**src/rtl/trnmon_pkg.sv**
```systemverilog
package trnmon_pkg;
  // strobes from control to datapath, valid in the cycle a bit is offered
  typedef struct packed {
    logic take;      // bit accepted this cycle
    logic winTrans;  // transition that counts inside the current window
    logic winEnd;    // accepted bit closes the window
    logic subst;     // alarm state after this edge
    logic clr;       // synchronous measurement clear
  } trnmon_strobe_t;
endpackage

```
**src/rtl/trnmon_ctrl.sv**
```systemverilog
module trnmon_ctrl
  import trnmon_pkg::*;
#(
  parameter int WIN_W     = 10,
  parameter int RUN_W     = 16,
  parameter int DEF_WIN   = 256,
  parameter int DEF_LIMIT = 72
) (
  input  logic             clk,
  input  logic             rstN,
  input  logic             bitValid,
  input  logic             bitIn,
  input  logic             measClear,
  input  logic             cfgWrite,
  input  logic [WIN_W-1:0] cfgWinLen,
  input  logic [RUN_W-1:0] cfgRunLimit,
  output trnmon_strobe_t   strb,
  output logic [RUN_W-1:0] runNext,
  output logic [RUN_W-1:0] curRun,
  output logic [WIN_W-1:0] lenM1,
  output logic             lossAlarm
);
  localparam logic [RUN_W-1:0] RUN_MAX   = {RUN_W{1'b1}};
  localparam logic [WIN_W-1:0] WIN_MIN   = WIN_W'(2);
  localparam logic [WIN_W-1:0] WIN_RESET = WIN_W'(DEF_WIN);
  localparam logic [RUN_W-1:0] LIM_RESET = RUN_W'(DEF_LIMIT);

  logic [WIN_W-1:0] winLenReg, effLen, bitCnt;
  logic [RUN_W-1:0] runLimitReg;
  logic             prevBit, haveBit;
  logic             take, first, trans, alarmNext;

  assign effLen = (winLenReg < WIN_MIN) ? WIN_MIN : winLenReg;
  assign lenM1  = effLen - 1'b1;
  assign take   = bitValid & ~measClear;
  assign first  = take & ~haveBit;
  assign trans  = take & haveBit & (bitIn != prevBit);

  always_comb begin
    if (first || trans)      runNext = RUN_W'(1);
    else if (curRun == RUN_MAX) runNext = curRun;
    else                     runNext = curRun + 1'b1;
  end

  always_comb begin
    if (measClear)  alarmNext = 1'b0;
    else if (take)  alarmNext = trans ? 1'b0 : (lossAlarm | (runNext > runLimitReg));
    else            alarmNext = lossAlarm;
  end

  assign strb.take     = take;
  assign strb.winTrans = trans & (bitCnt != '0);
  assign strb.winEnd   = take & (bitCnt >= lenM1);
  assign strb.subst    = alarmNext;
  assign strb.clr      = measClear;

  always_ff @(posedge clk or negedge rstN) begin
    if (!rstN) begin
      winLenReg   <= WIN_RESET;
      runLimitReg <= LIM_RESET;
    end else if (cfgWrite) begin
      winLenReg   <= cfgWinLen;
      runLimitReg <= cfgRunLimit;
    end
  end

  always_ff @(posedge clk or negedge rstN) begin
    if (!rstN) begin
      prevBit   <= 1'b0;
      haveBit   <= 1'b0;
      bitCnt    <= '0;
      curRun    <= '0;
      lossAlarm <= 1'b0;
    end else begin
      lossAlarm <= alarmNext;
      if (measClear) begin
        haveBit <= 1'b0;
        bitCnt  <= '0;
        curRun  <= '0;
      end else if (take) begin
        prevBit <= bitIn;
        haveBit <= 1'b1;
        curRun  <= runNext;
        bitCnt  <= strb.winEnd ? '0 : bitCnt + 1'b1;
      end
    end
  end
endmodule

```
**src/rtl/trnmon_dp.sv**
```systemverilog
module trnmon_dp
  import trnmon_pkg::*;
#(
  parameter int WIN_W  = 10,
  parameter int RUN_W  = 16,
  parameter int DISP_W = 16
) (
  input  logic                     clk,
  input  logic                     rstN,
  input  trnmon_strobe_t           strb,
  input  logic                     bitIn,
  input  logic [RUN_W-1:0]         runNext,
  input  logic [WIN_W-1:0]         lenM1,
  output logic                     dataOut,
  output logic                     dataValid,
  output logic                     holdLoop,
  output logic                     densValid,
  output logic [WIN_W-1:0]         densNum,
  output logic [WIN_W-1:0]         densDen,
  output logic signed [DISP_W-1:0] disparity,
  output logic [RUN_W-1:0]         maxRun
);
  localparam logic signed [DISP_W-1:0] DISP_HI = {1'b0, {(DISP_W-1){1'b1}}};
  localparam logic signed [DISP_W-1:0] DISP_LO = {1'b1, {(DISP_W-1){1'b0}}};

  logic [WIN_W-1:0] transCnt, transSum;

  assign transSum = transCnt + WIN_W'(strb.winTrans);

  always_ff @(posedge clk or negedge rstN) begin
    if (!rstN) begin
      transCnt  <= '0;
      densValid <= 1'b0;
      densNum   <= '0;
      densDen   <= '0;
    end else begin
      densValid <= strb.take & strb.winEnd;
      if (strb.clr) begin
        transCnt <= '0;
      end else if (strb.take) begin
        if (strb.winEnd) begin
          densNum  <= transSum;
          densDen  <= lenM1;
          transCnt <= '0;
        end else begin
          transCnt <= transSum;
        end
      end
    end
  end

  always_ff @(posedge clk or negedge rstN) begin
    if (!rstN) begin
      disparity <= '0;
      maxRun    <= '0;
    end else if (strb.clr) begin
      disparity <= '0;
      maxRun    <= '0;
    end else if (strb.take) begin
      if (bitIn && disparity != DISP_HI)       disparity <= disparity + 1'b1;
      else if (!bitIn && disparity != DISP_LO) disparity <= disparity - 1'b1;
      if (runNext > maxRun) maxRun <= runNext;
    end
  end

  always_ff @(posedge clk or negedge rstN) begin
    if (!rstN) begin
      dataOut   <= 1'b0;
      dataValid <= 1'b0;
      holdLoop  <= 1'b0;
    end else begin
      dataValid <= strb.take;
      holdLoop  <= strb.subst;
      if (strb.take) dataOut <= strb.subst | bitIn;
    end
  end
endmodule

```
**src/rtl/nrz_transition_monitor.sv**
```systemverilog
module nrz_transition_monitor
  import trnmon_pkg::*;
#(
  parameter int WIN_W     = 10,
  parameter int RUN_W     = 16,
  parameter int DISP_W    = 16,
  parameter int DEF_WIN   = 256,
  parameter int DEF_LIMIT = 72
) (
  input  logic                     clk,
  input  logic                     rstN,
  input  logic                     bitValid,
  input  logic                     bitIn,
  input  logic                     measClear,
  input  logic                     cfgWrite,
  input  logic [WIN_W-1:0]         cfgWinLen,
  input  logic [RUN_W-1:0]         cfgRunLimit,
  output logic                     dataOut,
  output logic                     dataValid,
  output logic                     holdLoop,
  output logic                     lossAlarm,
  output logic                     densValid,
  output logic [WIN_W-1:0]         densNum,
  output logic [WIN_W-1:0]         densDen,
  output logic signed [DISP_W-1:0] disparity,
  output logic [RUN_W-1:0]         curRun,
  output logic [RUN_W-1:0]         maxRun
);
  trnmon_strobe_t   strb;
  logic [RUN_W-1:0] runNext;
  logic [WIN_W-1:0] lenM1;

  trnmon_ctrl #(
    .WIN_W(WIN_W), .RUN_W(RUN_W), .DEF_WIN(DEF_WIN), .DEF_LIMIT(DEF_LIMIT)
  ) ctrlI (
    .clk(clk), .rstN(rstN), .bitValid(bitValid), .bitIn(bitIn),
    .measClear(measClear), .cfgWrite(cfgWrite), .cfgWinLen(cfgWinLen),
    .cfgRunLimit(cfgRunLimit), .strb(strb), .runNext(runNext),
    .curRun(curRun), .lenM1(lenM1), .lossAlarm(lossAlarm)
  );

  trnmon_dp #(
    .WIN_W(WIN_W), .RUN_W(RUN_W), .DISP_W(DISP_W)
  ) dpI (
    .clk(clk), .rstN(rstN), .strb(strb), .bitIn(bitIn), .runNext(runNext),
    .lenM1(lenM1), .dataOut(dataOut), .dataValid(dataValid),
    .holdLoop(holdLoop), .densValid(densValid), .densNum(densNum),
    .densDen(densDen), .disparity(disparity), .maxRun(maxRun)
  );
endmodule

```
**config.mk**
```make
export PLATFORM = sky130hd
export DESIGN_NAME = nrz_transition_monitor
export DESIGN_NICKNAME = d
export VERILOG_FILES = /design/src/rtl/trnmon_pkg.sv /design/src/rtl/trnmon_ctrl.sv /design/src/rtl/trnmon_dp.sv /design/src/rtl/nrz_transition_monitor.sv
export SDC_FILE = /design/constraint.sdc
export NUM_CORES = 1
export LEC_CHECK = 0
export ABC_AREA = 0
export BUFFER_PORTS_ARGS = -buffer_cell sky130_fd_sc_hd__buf_4
export CELL_PAD_IN_SITES_DETAIL_PLACEMENT = 1
export CELL_PAD_IN_SITES_GLOBAL_PLACEMENT = 1
export CORE_MARGIN = 1
export CORE_UTILIZATION = 44
export DETAILED_ROUTE_END_ITERATION = 16
export GPL_TIMING_DRIVEN = 1
export PLACE_DENSITY = 0.9
export REMOVE_ABC_BUFFERS = 1
export SYNTH_ARGS = -nofsm -noshare
export SYNTH_HDL_FRONTEND = slang
export SYNTH_SLANG_ARGS = --single-unit
```
**constraint.sdc**
```tcl
create_clock -name clk -period 4.1 [get_ports clk]
set_input_delay 0.82 -clock clk [delete_from_list [all_inputs] [get_ports clk]]
set_output_delay 0.82 -clock clk [all_outputs]
set_load 0.02 [all_outputs]
```
==> results.py, run 1 <==
metrics = {
    "routing": {
        "drt-initial-drc-count": 477,
        "routed_via_density": 6.03,
        "drc": 0,
        "vias": 6825,
        "wl_um": 24300,
        "first_pass_iters": 5,
        "drtAntennaViolNets": 0,
        "wl_per_cell_um": 21.4,
    },
    "floorplanning": {
        "core_mm2": 0.0160,
        "die_y_um": 130,
        "rows": 46,
        "die_w_um": 130,
        "start_util_pct": 45.4,
        "die_area_mm2": 0.0170,
        "ios": 105,
    },
    "place": {
        "gp_congestion": 0.888,
        "hpwl_um": 16300,
        "io_buffers": 104,
    },
    "final_layout": {
        "syn_to_final_growth_pct": 24.3,
        "antenna_cells": 0,
        "nFillCells": 1863,
        "final_net_count": 998,
        "layout.core_utilization_pct": 56.4,
        "drive_gt1_share_pct": 22.4,
    },
    "timing": {
        "fin_setup_tns_ps": -153,
        "skew_ps": 9.90,
        "tightestPinTransition_ps": 897,
        "timing.hold.ws_ps": 502,
        "setup_slack_ps": -69.8,
        "hold_viol_final": 0,
        "slew_headroom_pct": 40.2,
        "layout_min_cycle_time_ps": 4170,
        "fmax_ghz": 0.240,
        "finalCritPeriodShare_pct": 102,
        "slew_viol_final": 0,
        "setup_viol": 5,
    },
    "pwr": {
        "comb_power_share_pct": 20.5,
        "p_seq_share_pct": 38.3,
        "power_mw": 3.51,
        "power.leakage_nw": 4.32,
        "ir_drop_uv": 299,
        "p_sw_share_pct": 31.5,
        "clockPowerShare_pct": 41.2,
        "p_switching_mw": 1.10,
        "power_density_mw_per_mm2": 388,
        "p_int_mw": 2.40,
    },
    "logic_synthesis": {
        "netlist_area_mm2": 0.00726,
        "ys.flop_type": "dfrtp_1",
        "synthDistinctLibCells": 61,
        "synthesis.area_per_instance_um2": 9.27,
        "synth.top_cells.by_area": "dfrtp_1 40%, ha_1 11%, o21ai_0 7.9%, a21oi_1 3.4%, nand2_1 2.8%",
        "synth_edf_count": 0,
        "synth-seq-cells": 120,
        "async_flop_share_pct": 100,
        "synth_most_common_cell": "dfrtp_1",
        "yosys.area.top_type": "dfrtp_1",
        "yosysSeqAreaShare_pct": 41.4,
        "synth_cells": 783,
        "yosys_warnings": 0,
        "yosysTopAreaCellShare_pct": 40.3,
        "synthTopCellsByCount": "117 x dfrtp_1, 115 x o21ai_0, 62 x ha_1",
    },
    "clock_tree": {
        "cts_buffer_depth": 2,
        "insertion_delay_ps": 430,
        "cts-root-buf": "clkbuf_16",
        "clk_pin_slew_ps": 60,
        "cts.sinks": 120,
        "ctsHoldBuffers": 0,
        "cts_htree_levels": 4,
        "tritoncts": "done",
        "cts_buffers": 17,
    },
    "setup_path": {
        "required_ps": 4430,
        "worstPathMaxFanout": 6,
        "start_kind": "flop",
        "worstPathArrival_ps": 4500,
        "end_kind": "flop",
        "critical_path_class": "reg2reg",
    },
    "hold_path": {
        "hp-class": "reg2reg",
    },
    "flow_run": {
        "max-cap-violations": 0,
    },
    "global_route": {
        "track_usage_pct": 29.7,
        "grt_pass1_wl_um": 38300,
        "grt_pass1_vias": 7078,
        "grt_max_degree": 65,
        "grt-ovfl-total": 0,
        "antenna_found_initial": 0,
    },
    "status": {
        "violations": "negative setup slack",
        "status": "finished with violations",
    },
}
[metal layers]
layer	global-route usage, %	wire, um	vias to the layer above
met5	0	0	-
met4	14.9	942	0
met3	5.50	1390	88
met2	50.6	11800	260
met1	36.1	10100	3411
li1	-	-	3066
[kinds of logic after synthesis]
family	Yosys count	synth area share, %
muxes	19	2.89
adders and majority gates	63	11.0
AOI/OAI and AO/OA	237	19.7
and+or+nand+nor	223	15.8
xor gates and xnor gates	39	4.70
DFF	120	41.4
buffers and inverters	82	4.55
[placed cells by master, fill, tap and decap left out, types with 4 or more instances in the layout]
cell,count
a211oi_1,5
a21o_1,14
a21oi_1,49
a22o_1,15
a31oi_1,5
and3_1,12
buf_4,132
clkbuf_16,17
clkinv_4,4
dfrtp_1,116
ha_1,60
inv_1,49
mux2_2,15
nand2_1,55
nand2b_1,7
nand3_1,31
nand4_1,12
nor2_1,38
nor2b_1,12
nor3_1,13
nor3b_1,8
nor4_1,8
o21a_1,8
o21ai_0,114
or3_1,8
xnor2_1,20
xor2_1,18
[path summary, 6_finish.rpt]
| check | startpoint | endpoint | slack, ps | cells after the start |
|---|---|---|---|---|
| worst max-delay path | ctrlI.curRun[1]$_DFFE_PN0P_ | dpI.maxRun[9]$_DFFE_PN0P_ | -70 | 14 |
| worst min register to register | ctrlI.prevBit$_DFFE_PN0P_ | ctrlI.prevBit$_DFFE_PN0P_ | 500 | 2 |
| worst min-delay path | ctrlI.prevBit$_DFFE_PN0P_ | ctrlI.prevBit$_DFFE_PN0P_ | 500 | 2 |
| worst max register to register | ctrlI.curRun[1]$_DFFE_PN0P_ | dpI.maxRun[9]$_DFFE_PN0P_ | -70 | 14 |
| min in group asynchronous | rstN | dpI.transCnt[5]$_DFFE_PN0P_ | 510 | 1 |
| max in group asynchronous | rstN | ctrlI.runLimitReg[6]$_DFFE_PN1P_ | 2730 | 2 |
[per-stage QoR]
| step | worst slack [ps] | instances | instance area, um2 |
|---|---|---|---|
| floorplan | -262 | 750 | 7120 |
| global placement | 221 | 1099 | 8410 |
| detailed placement | -76.0 | 1099 | 8410 |
| CTS | 18.0 | 1131 | 8980 |
| global route | -199 | 1132 | 9020 |
| finish | -69.8 | 1132 | 9020 |
[critical path: stages (launching register included)]
cell and delay [ps]:
dfrtp_1 460, ha_2 290, nand4_1 130, or3_1 380
o21ai_0 240, xor2_1 90, nor2_1 410, ha_1 360
o21a_1 150, o21ai_0 350, a21oi_1 220, a2111oi_2 420
buf_4 240, o21ai_0 90, a21oi_1 240
[layout make-up]
type,count,area (um2),share of cell area [%]
Clock buffer,19,443,4.91
Multi-Input combinational cell,581,3970,44.0
Timing Repair Buffer,134,1030,11.4
Sequential cell,120,3010,33.3
Clock inverter,13,121,1.34
Tap cell,216,270,2.99
Inverter,49,184,2.04
[sequential cells by signal, summed over array words and instances, names as in the netlist]
signal / cells
dpI.transCnt: 10
ctrlI.bitCnt: 10
dpI.densNum: 10
dpI.dataOut: 1
ctrlI.winLenReg: 10
dpI.densDen: 10
dpI.disparity: 16
dpI.densValid: 1
ctrlI.prevBit: 1
dpI.dataValid: 1
ctrlI.runLimitReg: 16
ctrlI.curRun: 16
dpI.holdLoop: 1
ctrlI.haveBit: 1
dpI.maxRun: 16
[what timing repair did]
| action | 4_1_cts | 5_1_grt |
|---|---|---|
| pin swaps | 0 | 1 |
| setup endpoints to repair | 11 | 44 |
| gates resized for setup | 4 | 10 |
| buffers inserted | 0 | 1 |
[power groups by stage]
stage / clock, mW / combinational, mW / sequential, mW
2_1_floorplan: 0 / 0.360 / 1.39
3_3_place_gp: 0 / 0.657 / 1.35
3_5_place_dp: 0 / 0.688 / 1.36
4_1_cts: 1.46 / 0.710 / 1.34
5_1_grt: 1.50 / 0.786 / 1.35
6_report: 1.45 / 0.717 / 1.34
No activity file was read; power rests on OpenSTA's default activity.
==> inputs of run 2 (changes only) <==
--- a/config.mk
+++ b/config.mk
@@ -10,10 +10,10 @@
 export CELL_PAD_IN_SITES_DETAIL_PLACEMENT = 1
 export CELL_PAD_IN_SITES_GLOBAL_PLACEMENT = 1
 export CORE_MARGIN = 1
-export CORE_UTILIZATION = 44
+export CORE_UTILIZATION = 40
 export DETAILED_ROUTE_END_ITERATION = 16
 export GPL_TIMING_DRIVEN = 1
-export PLACE_DENSITY = 0.9
+export PLACE_DENSITY = 0.83
 export REMOVE_ABC_BUFFERS = 1
 export SYNTH_ARGS = -nofsm -noshare
 export SYNTH_HDL_FRONTEND = slang
==> results.py, run 2 (synthesis gave the netlist of run 1 again) <==
metrics = {
    "setup_path": {
        "reg2reg_from": "ctrlI.winLenReg[4]$_DFFE_PN0P_",
        "required_ps": 4440,
        "cp_common_cell": "or3_1",
        "cpLargestDelayFamily": "simple AND/OR/NAND/NOR gates",
        "r2r_slack_ps": 290,
        "path_depth": 14,
        "reg2reg_depth": 14,
        "crit_end": "ctrlI.bitCnt[9]$_DFFE_PN0P_",
        "worstPathArrival_ps": 4150,
        "r2r_end": "ctrlI.bitCnt[9]$_DFFE_PN0P_",
        "path_cells": "nor4_2 > nand2_1 > or3_1 > o21ai_1 > ha_2 > nand3_1 > xor2_1 > ha_1 > o2111ai_1 > a21oi_1 > or4_4 > and2_4 > or3_1 > o21ai_0",
        "startpoint": "ctrlI.winLenReg[4]$_DFFE_PN0P_",
        "path_buf_inv": 0,
        "critPathMaxStageDelay_ps": 540,
        "end_kind": "flop",
        "critPathSlowestCell": "or4_4",
        "start_kind": "flop",
        "critical_path_class": "reg2reg",
        "worstPathMaxFanout": 18,
    },
    "clock_tree": {
        "cts_buffers": 17,
        "cts_buffer_depth": 2,
        "tritoncts": "done",
        "ctsHoldBuffers": 0,
        "insertion_delay_ps": 420,
        "cts_htree_levels": 4,
        "cts-root-buf": "clkbuf_16",
        "cts.sinks": 120,
        "post_cts_buffers": 0,
        "clk_pin_slew_ps": 60,
    },
    "hold_path": {
        "hp-class": "reg2reg",
        "whs_path_depth": 2,
    },
    "final_layout": {
        "nFillCells": 2053,
        "multi_input_area_mm2": 0.00396,
        "seqCellArea_mm2": 0.00301,
        "drive_gt1_share_pct": 21.6,
        "final_net_count": 997,
        "most-common-layout-cells": "132 x buf_4, 117 x dfrtp_1, 114 x o21ai_0",
        "antenna_cells": 0,
        "final_common_cell": "buf_4",
        "syn_to_final_growth_pct": 24.2,
    },
    "pwr": {
        "power_mw": 3.55,
        "power_density_mw_per_mm2": 393,
        "ir_drop_uv": 313,
        "power.leakage_nw": 4.32,
    },
    "timing": {
        "skew_ps": 15.1,
        "fmax_ghz": 0.262,
        "tightestPinTransition_ps": 952,
        "fin_setup_tns_ps": 0,
        "layout_min_cycle_time_ps": 3810,
        "setup_viol": 0,
        "hold_viol_final": 0,
        "slew_viol_final": 0,
        "finalCritPeriodShare_pct": 93.0,
        "slew_headroom_pct": 36.5,
    },
    "global_route": {
        "grt_pass1_wl_um": 35800,
        "antenna_found_initial": 0,
        "grt_max_degree": 72,
        "track_usage_pct": 25.1,
        "grt_pass1_vias": 6779,
        "grt-ovfl-total": 0,
    },
    "floorplanning": {
        "ios": 105,
        "die_area_mm2": 0.0187,
        "die_y_um": 137,
        "rows": 48,
        "start_util_pct": 41.4,
        "core_mm2": 0.0175,
        "die_w_um": 137,
    },
    "status": {
        "status": "completed",
    },
    "routing": {
        "drt-met1-wl_um": 9780,
        "wl_um": 22000,
        "dr_wl_met3_um": 1100,
        "drc": 0,
        "vias": 6560,
        "drtAntennaViolNets": 0,
        "wl_per_cell_um": 19.3,
        "drt-initial-drc-count": 433,
        "highest_layer": "met4",
        "first_pass_iters": 6,
        "met2_length_um": 10700,
        "routed_via_density": 5.76,
    },
    "place": {
        "hpwl_um": 15300,
        "io_buffers": 104,
        "gp_congestion": 0.867,
    },
    "flow_run": {
        "max-cap-violations": 0,
    },
}
[run 2: changes by cell type in the layout (fill, tap and decap cells not counted), moves of 2 or more]
| cell | previous run | this run |
|---|---|---|
| bufinv_16 | 1 | 3 |
| clkinv_4 | 4 | 0 |
| inv_6 | 3 | 1 |
| clkbuf_1 | 1 | 4 |
[run 2: stage by stage]
| step | setup WS (ps) | cell area [um2] | instances | util (%) | hold slack (ps) |
|---|---|---|---|---|---|
| 6_report | 287 | 9020 | 1139 | 51.4 | 503 |
| 2_1_floorplan | -262 | 7120 | 750 | - | 469 |
| 3_3_place_gp | 189 | 8410 | 1108 | 47.9 | 484 |
| 4_1_cts | 85.5 | 9000 | 1139 | 51.3 | 510 |
| 3_5_place_dp | -40.6 | 8410 | 1108 | 47.9 | 498 |
| 5_1_grt | -1.16 | 9020 | 1139 | 51.4 | 527 |
[run 2: layout make-up]
class	instances	area share, %
multi-input cells	581	43.9
repair buffers	133	11.2
flip-flops and latches	120	33.3
clock buffers	22	5.03
clock inverters	9	1.40
inverters	49	2.04
well taps	225	3.12
[run 2: worst register-to-register path, delay by kind of cell, from the launching register on]
kind | cells | cell delay, ps
AOI/OAI and AO/OA | 4 | 580
and+or+nand+nor | 7 | 2000
adders and majority gates | 2 | 520
xor gates and xnor gates | 1 | 200
DFF | 1 | 430
[run 2: timing repair]
action                                  CTS  global route
endpoints found under the hold margin     0             0
pin swaps                                 0             1
gates cloned                              0             0
endpoints found under the setup margin    2            49
gates resized for setup                   2             9
[run 2: worst min-delay path by stage]
| stage | end | slack, ps | startpoint |
|---|---|---|---|
| global placement | ctrlI.prevBit$_DFFE_PN0P_ | 480 | ctrlI.prevBit$_DFFE_PN0P_ |
| global route | dpI.densNum[9]$_DFFE_PN0P_ | 530 | dpI.densNum[9]$_DFFE_PN0P_ |
| finish | ctrlI.prevBit$_DFFE_PN0P_ | 500 | ctrlI.prevBit$_DFFE_PN0P_ |
| detailed placement | ctrlI.prevBit$_DFFE_PN0P_ | 500 | ctrlI.prevBit$_DFFE_PN0P_ |
| CTS | ctrlI.prevBit$_DFFE_PN0P_ | 510 | ctrlI.prevBit$_DFFE_PN0P_ |
| floorplan | ctrlI.prevBit$_DFFE_PN0P_ | 470 | ctrlI.prevBit$_DFFE_PN0P_ |
[run 2: routing by layer]
| metal | GRT usage (%) | vias to the layer above |
|---|---|---|
| li1 | - | 3056 |
| met1 | 32.9 | 3302 |
| met2 | 41.4 | 168 |
| met3 | 3.93 | 34 |
| met4 | 9.38 | 0 |
| met5 | 0 | - |
[run 2: power by group]
group / internal, mW / switching, mW
sequential: 1.26 / 0.0751
clock: 0.965 / 0.546
combinational: 0.282 / 0.415
